===== config.mk =====
export PLATFORM = sky130hd
export DESIGN_NAME = smbus_sendbyte_switch
export DESIGN_NICKNAME = d
export VERILOG_FILES = /design/src/rtl/smbsw_pkg.sv /design/src/rtl/smbsw_sync.sv /design/src/rtl/smbsw_addr_dec.sv /design/src/rtl/smbsw_fsm.sv /design/src/rtl/smbus_sendbyte_switch.sv
export SDC_FILE = /design/constraint.sdc
export NUM_CORES = 1
export LEC_CHECK = 0
export BUFFER_PORTS_ARGS = -buffer_cell sky130_fd_sc_hd__clkbuf_2
export CORE_UTILIZATION = 66
export CTS_BUF_LIST = sky130_fd_sc_hd__clkbuf_8
export CTS_CLUSTER_SIZE = 25
export DETAILED_ROUTE_END_ITERATION = 10
export PLACE_DENSITY = 0.95
export SETUP_SLACK_MARGIN = 0.3
export SYNTH_ARGS = -nofsm -noshare
export SYNTH_HDL_FRONTEND = slang
export SYNTH_SLANG_ARGS = --single-unit

===== constraint.sdc =====
create_clock -name clk -period 5.05 [get_ports clk]
set_input_delay 0.2525 -clock clk [delete_from_list [all_inputs] [get_ports clk]]
set_output_delay 0.2525 -clock clk [all_outputs]
set_load 0.02 [all_outputs]

===== src/rtl/smbsw_pkg.sv =====
// Shared types and constants for the send-byte switch controller.
// Assumes an 8-bit SMBus byte framing; pin levels are 2-bit codes.
package smbsw_pkg;

    localparam int BYTE_W = 8;
    localparam int CNT_W  = $clog2(BYTE_W);

    // three-level pin codes
    localparam logic [1:0] LVL_LOW  = 2'd0;
    localparam logic [1:0] LVL_MID  = 2'd1;
    localparam logic [1:0] LVL_HIGH = 2'd2;

    typedef enum logic [2:0] {
        ST_IDLE,
        ST_ADDR,
        ST_AACK_W,
        ST_AACK,
        ST_CMD,
        ST_CACK_W,
        ST_CACK,
        ST_DONE
    } smb_state_e;

endpackage


===== src/rtl/smbsw_sync.sv =====
// Synchronizes bus clock and data into the system clock domain and
// derives clock edges plus Start/Stop events from the synchronized levels.
// Assumes the bus is idle-high; reset fills all stages with 1.
module smbsw_sync #(
    parameter int STAGES = 2
) (
    input  logic clk,
    input  logic rst_n,
    input  logic scl_i,
    input  logic sda_i,
    output logic sda_s,
    output logic scl_rise,
    output logic scl_fall,
    output logic start_ev,
    output logic stop_ev
);
    localparam int NBUS = 2;

    logic [NBUS-1:0] raw;
    logic [NBUS-1:0] synced;
    logic [NBUS-1:0] prev_q;

    assign raw = {scl_i, sda_i};

    genvar g;
    generate
        for (g = 0; g < NBUS; g++) begin : g_line
            logic [STAGES-1:0] chain_q;
            // shift one line through its synchronizer chain
            always_ff @(posedge clk) begin
                if (!rst_n) chain_q <= '1;
                else        chain_q <= {chain_q[STAGES-2:0], raw[g]};
            end
            assign synced[g] = chain_q[STAGES-1];
        end
    endgenerate

    // remember last synchronized levels for edge detection
    always_ff @(posedge clk) begin
        if (!rst_n) prev_q <= '1;
        else        prev_q <= synced;
    end

    assign sda_s    = synced[0];
    assign scl_rise = synced[1] & ~prev_q[1];
    assign scl_fall = ~synced[1] & prev_q[1];
    assign start_ev = synced[1] & prev_q[1] & prev_q[0] & ~synced[0];
    assign stop_ev  = synced[1] & prev_q[1] & ~prev_q[0] & synced[0];

endmodule


===== src/rtl/smbsw_addr_dec.sv =====
// Decodes two three-level pin codes into a 3-bit address suffix.
// Both-mid and any code 3 are reported invalid.
module smbsw_addr_dec (
    input  logic [1:0] pin_lo,
    input  logic [1:0] pin_hi,
    output logic       sfx_ok,
    output logic [2:0] sfx
);
    import smbsw_pkg::*;

    logic [3:0] idx;
    logic [3:0] idx_m1;

    // combine both pin levels into a 0..8 index and fold out the hole at 4
    always_comb begin
        idx    = ({2'b00, pin_lo} * 4'd3) + {2'b00, pin_hi};
        idx_m1 = idx - 4'd1;
        sfx_ok = (pin_lo != 2'd3) && (pin_hi != 2'd3) &&
                 !((pin_lo == LVL_MID) && (pin_hi == LVL_MID));
        sfx    = (idx < 4'd4) ? idx[2:0] : idx_m1[2:0];
    end

endmodule


===== src/rtl/smbsw_fsm.sv =====
// Send Byte protocol engine: address match, two acknowledges, holding
// latch and Stop-time output update. Assumes event inputs are one-cycle
// pulses from the synchronizer.
module smbsw_fsm #(
    parameter logic [3:0] PREFIX = 4'b1011,
    parameter int         NUM_SW = 2
) (
    input  logic              clk,
    input  logic              rst_n,
    input  logic              sda_s,
    input  logic              scl_rise,
    input  logic              scl_fall,
    input  logic              start_ev,
    input  logic              stop_ev,
    input  logic              addr_ok,
    input  logic [2:0]        addr_sfx,
    output logic              pull_o,
    output logic [NUM_SW-1:0] en_o
);
    import smbsw_pkg::*;

    smb_state_e             state_q;
    logic [CNT_W-1:0]       cnt_q;
    logic [BYTE_W-2:0]      sh_q;
    logic [NUM_SW-1:0]      hold_q;
    logic                   pend_q;
    logic                   pull_q;
    logic [NUM_SW-1:0]      en_q;
    logic [BYTE_W-1:0]      cur_byte;
    logic                   last_bit;
    logic                   mid_frame;
    logic                   addr_hit;

    // byte as it stands once the current bit is shifted in
    always_comb begin
        cur_byte  = {sh_q, sda_s};
        last_bit  = (cnt_q == CNT_W'(BYTE_W - 1));
        addr_hit  = addr_ok && (cur_byte[7:1] == {PREFIX, addr_sfx}) && !cur_byte[0];
        mid_frame = ((state_q == ST_ADDR || state_q == ST_CMD) && cnt_q != '0) ||
                    state_q == ST_AACK_W || state_q == ST_AACK ||
                    state_q == ST_CACK_W || state_q == ST_CACK;
    end

    // protocol sequencing, acknowledge drive and double-buffered outputs
    always_ff @(posedge clk) begin
        if (!rst_n) begin
            state_q <= ST_IDLE;
            cnt_q   <= '0;
            sh_q    <= '0;
            hold_q  <= '0;
            pend_q  <= 1'b0;
            pull_q  <= 1'b0;
            en_q    <= '0;
        end else if (start_ev) begin
            if (mid_frame) pend_q <= 1'b0;
            state_q <= ST_ADDR;
            cnt_q   <= '0;
            pull_q  <= 1'b0;
        end else if (stop_ev) begin
            if (mid_frame) begin
                pend_q <= 1'b0;
            end else if (pend_q) begin
                en_q   <= hold_q;
                pend_q <= 1'b0;
            end
            state_q <= ST_IDLE;
            cnt_q   <= '0;
            pull_q  <= 1'b0;
        end else begin
            case (state_q)
                ST_ADDR, ST_CMD: begin
                    if (scl_rise) begin
                        sh_q <= cur_byte[BYTE_W-2:0];
                        if (last_bit) begin
                            cnt_q <= '0;
                            if (state_q == ST_CMD)  state_q <= ST_CACK_W;
                            else if (addr_hit)      state_q <= ST_AACK_W;
                            else                    state_q <= ST_IDLE;
                        end else begin
                            cnt_q <= cnt_q + 1'b1;
                        end
                    end
                end
                ST_AACK_W: if (scl_fall) begin
                    pull_q  <= 1'b1;
                    state_q <= ST_AACK;
                end
                ST_AACK: if (scl_fall) begin
                    pull_q  <= 1'b0;
                    state_q <= ST_CMD;
                end
                ST_CACK_W: if (scl_fall) begin
                    pull_q  <= 1'b1;
                    hold_q  <= sh_q[NUM_SW-1:0];
                    pend_q  <= 1'b1;
                    state_q <= ST_CACK;
                end
                ST_CACK: if (scl_fall) begin
                    pull_q  <= 1'b0;
                    state_q <= ST_DONE;
                end
                default: ;
            endcase
        end
    end

    assign pull_o = pull_q;
    assign en_o   = en_q;


    pull_rise_chk: assert property (@(posedge clk) disable iff (!rst_n)
        $rose(pull_q) |-> $past(scl_fall));


    pull_release_chk: assert property (@(posedge clk) disable iff (!rst_n)
        $fell(pull_q) |-> ($past(scl_fall) || $past(start_ev) || $past(stop_ev)));


    out_on_stop_chk: assert property (@(posedge clk) disable iff (!rst_n)
        !$stable(en_q) |-> $past(stop_ev));


    pull_in_ack_chk: assert property (@(posedge clk) disable iff (!rst_n)
        pull_q |-> (state_q == ST_AACK || state_q == ST_CACK));


    ack_write_only_chk: assert property (@(posedge clk) disable iff (!rst_n)
        (state_q == ST_AACK_W && $past(state_q) == ST_ADDR) |->
            (!$past(sda_s) && $past(addr_ok)));

endmodule


===== src/rtl/smbus_sendbyte_switch.sv =====
// Top level: write-only SMBus slave driving two switch enables.
// Assumes the system clock is at least ~10x the bus clock rate.
module smbus_sendbyte_switch #(
    parameter logic [3:0] ADDR_PREFIX = 4'b1011,
    parameter int         SYNC_STAGES = 2
) (
    input  logic       clk,
    input  logic       rst_n,
    input  logic       bus_clk_i,
    input  logic       bus_dat_i,
    input  logic [1:0] addr_pin_lo,
    input  logic [1:0] addr_pin_hi,
    output logic       bus_dat_pull_o,
    output logic       sw_en_a_o,
    output logic       sw_en_b_o
);
    localparam int NUM_SW = 2;

    logic              sda_s, scl_rise, scl_fall, start_ev, stop_ev;
    logic              sfx_ok;
    logic [2:0]        sfx;
    logic [NUM_SW-1:0] en;

    smbsw_sync #(.STAGES(SYNC_STAGES)) u_sync (
        .clk      (clk),
        .rst_n    (rst_n),
        .scl_i    (bus_clk_i),
        .sda_i    (bus_dat_i),
        .sda_s    (sda_s),
        .scl_rise (scl_rise),
        .scl_fall (scl_fall),
        .start_ev (start_ev),
        .stop_ev  (stop_ev)
    );

    smbsw_addr_dec u_dec (
        .pin_lo (addr_pin_lo),
        .pin_hi (addr_pin_hi),
        .sfx_ok (sfx_ok),
        .sfx    (sfx)
    );

    smbsw_fsm #(.PREFIX(ADDR_PREFIX), .NUM_SW(NUM_SW)) u_fsm (
        .clk      (clk),
        .rst_n    (rst_n),
        .sda_s    (sda_s),
        .scl_rise (scl_rise),
        .scl_fall (scl_fall),
        .start_ev (start_ev),
        .stop_ev  (stop_ev),
        .addr_ok  (sfx_ok),
        .addr_sfx (sfx),
        .pull_o   (bus_dat_pull_o),
        .en_o     (en)
    );

    assign sw_en_a_o = en[0];
    assign sw_en_b_o = en[1];


    bad_pins_no_ack_chk: assert property (@(posedge clk) disable iff (!rst_n)
        ($rose(bus_dat_pull_o) && addr_pin_lo == 2'd1 && addr_pin_hi == 2'd1 &&
         $stable(addr_pin_lo) && $stable(addr_pin_hi)) |-> sw_en_a_o == sw_en_a_o && !u_fsm.pend_q == !u_fsm.pend_q && 1'b0 == (u_fsm.state_q == smbsw_pkg::ST_AACK));

endmodule


==> Word-level counts from Yosys, hierarchy flattened <==
Index checks and enable logic that the tools add are counted.
{ "totals": {"regBits": 25, "input_bits": 8, "out_inout_bits": 3} }
{ "classes": {"add_sub_neg": 3, "mul": 1, "magnitude_cmp": 1, "n_eq_ne": 27, "mux": 20, "n_bitwise": 15, "n_reduce_logical": 31} }
{ "ops": {"columns": ["op", "n"], "rows": [
  ["3-bit 2-to-1 mux", 9],
  ["4-bit != test, second input constant", 5],
  ["3-bit one-hot mux with 5 select lines", 1],
  ["2-bit != test, second input constant", 7],
  ["7-bit AND reduction", 2],
  ["3-bit == test, second input constant", 4],
  ["4-bit AND reduction", 3],
  ["3-bit nonzero test", 3],
  ["1-bit 2-to-1 mux", 8],
  ["2-bit by 1-bit != test with 1-bit output, second input constant", 4],
  ["1-bit NOT", 8],
  ["1-bit AND", 7],
  ["7-bit == test", 1],
  ["7-bit nonzero test", 1],
  ["3-bit by 2-bit == test with 1-bit output, second input constant", 2],
  ["1-bit logical AND", 6],
  ["3-bit AND reduction", 2],
  ["2-bit OR reduction", 3],
  ["1-bit logical OR", 5],
  ["5-bit nonzero test", 1],
  ["4-bit by 2-bit adder with 4-bit output", 1],
  ["2-bit by 1-bit == test with 1-bit output, second input constant", 2],
  ["4-bit by 3-bit < comparator with 1-bit output, second input constant", 1],
  ["2-bit by 2-bit multiplier with 4-bit output, second input constant", 1],
  ["10 further kinds", 11]
]} }

==> Depth between registers and ports, before layout <==
Gate-level depths: netlist of run 1.
{ "logic_depth": {"depth_word": 14, "depth_mapped": 11} }

==> Modules after synthesis <==
A second synthesis of run 1 with hierarchy kept.
{ "unflattened": {"hier_cells": 151, "area_unflattened_um2": 1327.5} }
{ "modules_own_cells": {"columns": ["module", "n_inst", "cells_per_inst", "area_each_um2"], "rows": [
  ["smbsw_fsm", 1, 114, 958.4],
  ["smbsw_sync", 1, 16, 190.2],
  ["smbsw_addr_dec", 1, 21, 178.9]
]} }

==> Least setup slack after synthesis of run 1 <==
No wires, ideal clock.
{ "synth_path": {"path_type": "input -> register", "startpoint": "input port addr_pin_lo[0]", "endpoint": "register u_fsm.state_q[1]", "setup_ns": 0.070, "arrival_time_ns": 2.119, "setup_slack_ns": 2.860, "path_stages": 10, "path_buffers": 0, "path_cell_list": "inv_1 -> fa_1 -> inv_1 -> ha_1 -> fa_1 -> inv_1 -> o21ai_0 -> xnor2_1 -> nand4_1 -> a21oi_1"} }
{ "synth_via": {"elab_chain_cells": 12, "elab_cells_between_ends": 19, "classes_between": "add/sub: 2; mul: 1; order compare: 1; eq/ne: 3; mux: 6; reduce/logical: 6"} }
{ "synth_rtl": {"columns": ["item", "line", "source"], "rows": [
  ["from (decl)", "smbus_sendbyte_switch.sv:11", "input logic [1:0] addr_pin_lo,"],
  ["2-bit by 2-bit multiplier with 4-bit output", "smbsw_addr_dec.sv:16", "idx = ({2'b00, pin_lo} * 4'd3) + {2'b00, pin_hi};"],
  ["4-bit by 2-bit adder with 4-bit output", "smbsw_addr_dec.sv:16", null],
  ["4-bit by 3-bit < comparator with 1-bit output or 3-bit by 1-bit subtractor with 3-bit output (tied branches)", "smbsw_addr_dec.sv:20, smbsw_addr_dec.sv:17", null],
  ["3-bit 2-to-1 mux", "smbsw_addr_dec.sv:20", "sfx = (idx < 4'd4) ? idx[2:0] : idx_m1[2:0];"],
  ["7-bit == test", "smbsw_fsm.sv:38", "addr_hit = addr_ok && (cur_byte[7:1] == {PREFIX, addr_sfx}) && !cur_byte[0];"],
  ["1-bit logical AND (*) (2 in series)", "smbsw_fsm.sv:38", null],
  ["2-bit 2-to-1 mux (*)", "smbsw_fsm.sv:77", "else if (addr_hit) state_q <= ST_AACK_W;"],
  ["3-bit 2-to-1 mux (*)", "smbsw_fsm.sv:76", "if (state_q == ST_CMD) state_q <= ST_CACK_W;"],
  ["3-bit 2-to-1 mux (*)", "smbsw_fsm.sv:74", "if (last_bit) begin"],
  ["3-bit 2-to-1 mux (*)", "smbsw_fsm.sv:72", "if (scl_rise) begin"],
  ["3-bit one-hot mux with 5 select lines (*)", "smbsw_fsm.sv:70", "case (state_q)"],
  ["to (signal assigned)", "smbsw_fsm.sv:76", null],
  ["to (signal assigned)", "smbsw_fsm.sv:77", null],
  ["to (signal assigned)", "smbsw_fsm.sv:78", "else state_q <= ST_IDLE;"],
  ["to (decl)", "smbsw_fsm.sv:22", "smb_state_e state_q;"]
]} }
Mark *: on every way between the ends. The rest lies on a longest branch, timed or not. The select of a mux whose other input is x is not followed.
A chain may end at the register's enable or synchronous reset.

==> Final worst setup path of run 1 <==
Same ends and word-level chain as after synthesis.

==> reports/results.txt, run 1 <==
Outcome: finished, final reports clean
Crit path max fanout: 4
Share of the synthesized area in the top cell type: 0.3575
Internal Pwr Total: 275.7 uW
Gpl congestion: 0.8653
Worst Skew: 0.004926 ns
DR vias/cell: 5.839
Die area: 0.002310 mm2
Sw Share: 0.2506
Synth Area per Inst: 9.211 um2
Synth unique cells: 38
Power per standard cell area: 248.8 mW/mm2
Final Non-Filler Cells: 186
Synth Area in Compound Gates: 0.1510
Layout cells sized above 1: 0.1321
Synthesized area: 0.001400 mm2
Vias: 1086
WL final: 2595 um
Clock Path Buffers: 2
Max Cap Viol: 0
Number of setup violations in the final report: 0
Primary FF master, synth: dfxtp_1
Tmin final: 2.219 ns
Post-CTS Resized: 0
Placement Rows: 16
FFs w/ async S/R, synth: 0
Avg WL per Cell: 13.95 um
Die W: 48.06 um
Clock transition at path regs: 0.09 ns
Synth warnings: 0
Seq/Total Area, Yosys: 0.3575
Mux share of post-synthesis cell area: 0.05719
Lkg Pwr: 0.0006209 uW
Synth Area in Simple Gates: 0.2154
DRT iter0 DRCs: 30
Top cells by area, synth: dfxtp_1, ha_1, mux2i_1
Post-Synthesis Cells: 152
First-pass GRT wire length: 4057 um
Vias in the first global route: 972
Clk_lat worst skew: 0.27 ns
Post-layout worst setup margin: 2.831 ns
DP Cell Count: 182
Residual DRC: 0
Crit share post-route: 0.4394
Synth Area in Adders: 0.1001
Area Growth Syn to Fin: 5.630%
Post-synth EDFFs: 0
RSZ-0062 raised after global routing: no
Worst vdd ir: 0.0001969 V
Clock Power Share: 0.328
TritonCTS clock tree: yes
CTS buffer count: 3
Port bufs: 10
Hold crit path type: in2reg
Antenna Cells: 0
IO Pins: 11
Initial antenna violation count: 0
Post-synth top area cell: dfxtp_1
Pre-CTS setup slack: 2.556 ns
Relative slew slack: 0.5791
DR pass1 iterations: 4
Post-synth net total: 170
Hold bufs inserted after CTS: 0
Sequential Area: 500.5 um2
Final hold violations: 0
Detailed Place HPWL: 1915 um
Critical Path AT: 2.42 ns
Reg power frac: 0.551
Placeable core region: 0.001982 mm2
Clock root buffer: clkbuf_8
Xor-xnor portion of the synthesized cell area: 0.04290
Depth of the CTS H-tree: 1
Worst Setup Start Kind: primary input
Worst slew pin tran: 0.6301 ns
Initial core utilization: 0.7064
Critical Path RT: 5.25 ns
Synth top cells by count: dfxtp_1, inv_1, nand2_1
Postcts setup bufs: 0
Share of total power in combinational logic: 0.121
CP endpoint kind: register
Filler instances: 132
GRT overflow: 0
Seq cells post-synth: 25
Total global-route track usage: 0.2570
Final ANT Viol Nets: 0
Largest family of logic cells by synthesized area: simple AND/OR/NAND/NOR gates
Multi-input gate area in the final layout: 793.3 um2
Final slew viol count: 0
R2R setup slack: 3.15 ns
Post-layout util: 0.7462
Fmax: 0.4507 GHz
CTS sink cnt: 25
Setup TNS: 0 ns
Pin count of the biggest net entering global routing: 21
Final instance area: 0.001479 mm2
Critical path type: in2reg
P_sw: 92.23 uW
Placed cell area: 0.001430 mm2
Die Ht: 48.06 um
Nets: 178
Cell with the most instances after synthesis: dfxtp_1
area by class of cell:
cell class,instances,area share
sequential,25,0.3384
clock buffer,3,0.02792
tap,27,0.02284
multi-input combinational,106,0.5364
clock inverter,1,0.005076
timing repair buffer,10,0.03384
inverter,14,0.03553
sequential cells by signal (all words and copies together) (netlist names), 2 cells and up:
register	cells
u_fsm.sh_q	7
u_fsm.state_q	3
u_sync.prev_q	2
u_fsm.hold_q	2
u_sync.g_line.chain_q	4
u_fsm.cnt_q	3
u_fsm.en_o	2
layer usage:
layer  global-route usage  routed length, um  vias up
met5                    0                  0        -
met4               0.1444                 42        0
met3              0.03774                 73        5
met2               0.4297               1264       21
met1               0.3141               1215      527
li1                     -                  -      533
logic make-up after synthesis:
kind of cell,Yosys count
multiplexers,8
buffers and inverters,21
adder cells (fa/ha/maj),10
XOR/XNOR,6
flip-flops,25
AO/OA/AOI/OAI,28
AND/OR/NAND/NOR,54
critical path, cell delays in order:
cell	delay [ns]
clkbuf_2	0.13
inv_1	0.07
fa_1	0.52
inv_1	0.04
ha_1	0.20
fa_1	0.53
inv_1	0.05
o21ai_0	0.20
xnor2_1	0.15
nand4_1	0.11
a21oi_1	0.16
metrics by stage:
| step | hold slack, ns | total power (uW) |
|---|---|---|
| 2_1_floorplan | 0.3540 | 241.8 |
| 3_3_place_gp | 0.3914 | 248.3 |
| 3_5_place_dp | 0.4028 | 251.5 |
| 4_1_cts | 0.1520 | 369.2 |
| 5_1_grt | 0.1447 | 383.0 |
| 6_report | 0.1519 | 368.0 |
cells in the final DEF, fill, tap and decap left out, drive strengths merged, types with 3 or more instances in the layout:
cell type  synthesis  routed
nand3              8       8
clkbuf             2      13
dfxtp             25      25
nand2b             6       6
ha                 8       8
a21boi             6       6
nor2b              8       8
nand2             15      15
o21ai              7       7
inv               14      14
xnor2              5       5
mux2i              8       8
a31oi              4       4
nor2               6       6
nor3               3       3
power groups by stage:
stage | Clock [uW] | Combinational, uW | Sequential, uW
CTS | 122 | 44.6 | 203
global placement | 0 | 41.3 | 207
global route | 130 | 50.1 | 203
finish | 121 | 44.7 | 203
floorplan | 0 | 36.4 | 205
detailed placement | 0 | 44.4 | 207
worst paths after layout:
| path | to | cells after the start | from |
|---|---|---|---|
| setup / recovery | u_fsm.state_q[1]$_SDFFE_PP0P_ | 11 | addr_pin_lo[0] |
| hold / removal | u_sync.g_line[0].chain_q[0]$_SDFF_PN1_ | 2 | bus_dat_i |
| setup reg to reg | u_fsm.hold_q[0]$_SDFFE_PN0P_ | 5 | u_sync.prev_q[1]$_SDFF_PN1_ |
| hold reg to reg | u_sync.g_line[0].chain_q[1]$_SDFF_PN1_ | 1 | u_sync.g_line[0].chain_q[0]$_SDFF_PN1_ |
(Power assumes the default switching activity.)
==> run 2, diff against run 1 <==
- CORE_UTILIZATION: 66 -> 61
- PLACE_DENSITY: 0.95 -> 0.93
- clock period: 5.05 -> 2.1 ns (I/O delays scaled with it)
==> run 2 against run 1 <==
Net effect:
- cell area grew 6.3%
- wire length grew 0.92%
- core utilization rose by 1.7 points
- critical path depth unchanged
- count of clock-buffer cells in the layout stayed put
- first-iteration DRC count is 3.3% lower
- power up 150%
- worst setup slack lost 2.6 ns
- global-route usage shrank 2.3 points
- largest cell class unchanged
==> reports/results.txt, run 2 (synthesized netlist as in run 1, its figures left out) <==
Power Total: 902.1 uW
First-pass GRT wire length: 4485 um
Avg WL per Cell: 13.50 um
Clock transition at path regs: 0.08 ns
Regs by FF count: u_fsm.sh_q (7), u_sync.g_line.chain_q (4)
Crit share post-route: 0.9097
Hold crit path type: in2reg
Outcome: finished, final reports clean
Sequential Area: 500.5 um2
Reg-to-Reg Start: u_fsm.state_q[1]$_SDFFE_PP0P_
Internal Pwr Total: 680.6 uW
Placed cell area: 0.001478 mm2
Tmin final: 1.910 ns
Share of total power in combinational logic: 0.148
Worst vdd ir: 0.0007314 V
DRT iter0 DRCs: 29
CTS buffer count: 3
Layout cells sized above 1: 0.2036
Clock Power Share: 0.312
Sw Share: 0.2455
Power per standard cell area: 573.6 mW/mm2
Antenna Cells: 0
Placement Rows: 16
Relative slew slack: 0.5806
Residual DRC: 0
Top delay family on crit path: adder cells
Critical path's slowest cell: fa_1
Vias in the first global route: 1003
RSZ-0062 raised after global routing: yes
Max Cap Viol: 0
Final slew viol count: 0
Final ANT Viol Nets: 0
GRT overflow: 0
WL final: 2619 um
Fmax: 0.5235 GHz
Cell chain of the critical path: clkbuf_2 -> inv_2 -> fa_1 -> inv_1 -> ha_2 -> fa_1 -> inv_1 -> o21ai_2 -> xnor2_1 -> nand4_1 -> a21oi_1
Pin count of the biggest net entering global routing: 21
Clock Path Buffers: 2
Final hold violations: 0
Critical Path RT: 2.30 ns
TritonCTS clock tree: yes
Die Ht: 49.91 um
Initial core utilization: 0.6790
Critical path type: in2reg
Reg-to-Reg End: u_fsm.state_q[0]$_SDFFE_PN0P_
CTS sink cnt: 25
Number of setup violations in the final report: 0
Placeable core region: 0.002062 mm2
Worst Setup Start Kind: primary input
Vias: 1107
Final instance area: 0.001573 mm2
Reg power frac: 0.540
Min-delay src: bus_clk_i
Clock root buffer: clkbuf_8
Area Growth Syn to Fin: 12.33%
Depth of the CTS H-tree: 1
Detailed Place HPWL: 1905 um
Die area: 0.002491 mm2
Multi-input gate area in the final layout: 799.5 um2
Critical Path AT: 2.11 ns
Total global-route track usage: 0.2340
CP max stage delay: 0.52 ns
WHS Endpoint: u_sync.g_line[1].chain_q[0]$_SDFF_PN1_
Clk_lat worst skew: 0.27 ns
Filler instances: 137
Worst hold slack: 0.01361 ns
Reg with most FFs: u_fsm.sh_q
R2R setup slack: 0.37 ns
IO Pins: 11
Buf+Inv Stages, Crit Path: 4
Max reg flops: 7
Commonest non-fill, non-tap cell in the layout: dfxtp_1
Hold Path Depth: 2
Worst slew pin tran: 0.6283 ns
Initial antenna violation count: 0
Most frequent cells in the layout: dfxtp_1, nand2_1, inv_1
Post-layout util: 0.7627
DR pass1 iterations: 4
P_sw: 221.5 uW
Nets: 186
Die W: 49.91 um
DR vias/cell: 5.706
Lkg Pwr: 0.0006679 uW
Port bufs: 10
Crit path max fanout: 3
Worst r2r path cells: 5
Gpl congestion: 0.8648
Worst Skew: 0.004548 ns
CP endpoint kind: register
-- run 2: cell count changes in the layout (fill, tap and decap cells not counted), sizes merged --
cell / delta
buf: +8
-- run 2: metal layers --
layer,GRT usage,part of all wire,vias up
met3,0.04012,0.029,7
met5,0,0,-
met1,0.2925,0.44,525
met2,0.3986,0.51,25
met4,0.08571,0.027,0
li1,-,-,550
-- run 2: how the worst max path moves through the flow --
stage,start,endpoint,slack [ns],depth (start not counted)
6_report,addr_pin_lo[0],u_fsm.state_q[1]$_SDFFE_PP0P_,0.19,11
5_1_grt,addr_pin_lo[0],u_fsm.state_q[1]$_SDFFE_PP0P_,0.12,11
4_1_cts,addr_pin_lo[0],u_fsm.state_q[1]$_SDFFE_PP0P_,0.21,11
3_5_place_dp,addr_pin_hi[1],u_fsm.state_q[1]$_SDFFE_PP0P_,-0.16,11
3_3_place_gp,addr_pin_hi[1],u_fsm.state_q[1]$_SDFFE_PP0P_,-0.10,11
2_1_floorplan,addr_pin_hi[1],u_fsm.state_q[1]$_SDFFE_PP0P_,0.12,10
-- run 2: layout make-up --
class                           instances  area share
Multi-Input combinational cell        106      0.5084
Tap cell                               27     0.02148
Timing Repair Buffer                   18     0.08274
Clock inverter                          1    0.004773
Clock buffer                            3     0.02625
Sequential cell                        25      0.3182
Inverter                               14     0.03819
-- run 2: timing repair --
action                     in CTS  in global routing
resized for setup               4                  1
pin swaps                       5                  1
setup buffers                   1                  2
setup endpoints to repair       1                  6
hold buffers                    0                  0
-- run 2: through the flow --
| step | setup TNS (ns) | std cells | worst slack, ns |
|---|---|---|---|
| 2_1_floorplan | 0 | 152 | 0.1211 |
| 3_3_place_gp | -0.1045 | 187 | -0.1045 |
| 3_5_place_dp | -0.1614 | 187 | -0.1614 |
| 4_1_cts | 0 | 192 | 0.2101 |
| 5_1_grt | 0 | 194 | 0.1163 |
| 6_report | 0 | 194 | 0.1897 |
-- run 2: worst register-to-register path: stages (launching register included) --
cell,delay [ns]
dfxtp_1,0.73
nor3b_4,0.16
a32o_1,0.25
a221oi_2,0.30
o211ai_1,0.14
o21ai_1,0.09
-- run 2: power groups by stage --
stage / clock network [uW] / logic (uW) / registers (uW)
2_1_floorplan: 0 / 90.7 / 494
3_3_place_gp: 0 / 113 / 498
3_5_place_dp: 0 / 122 / 498
4_1_cts: 289 / 128 / 487
5_1_grt: 309 / 146 / 488
6_report: 281 / 134 / 487
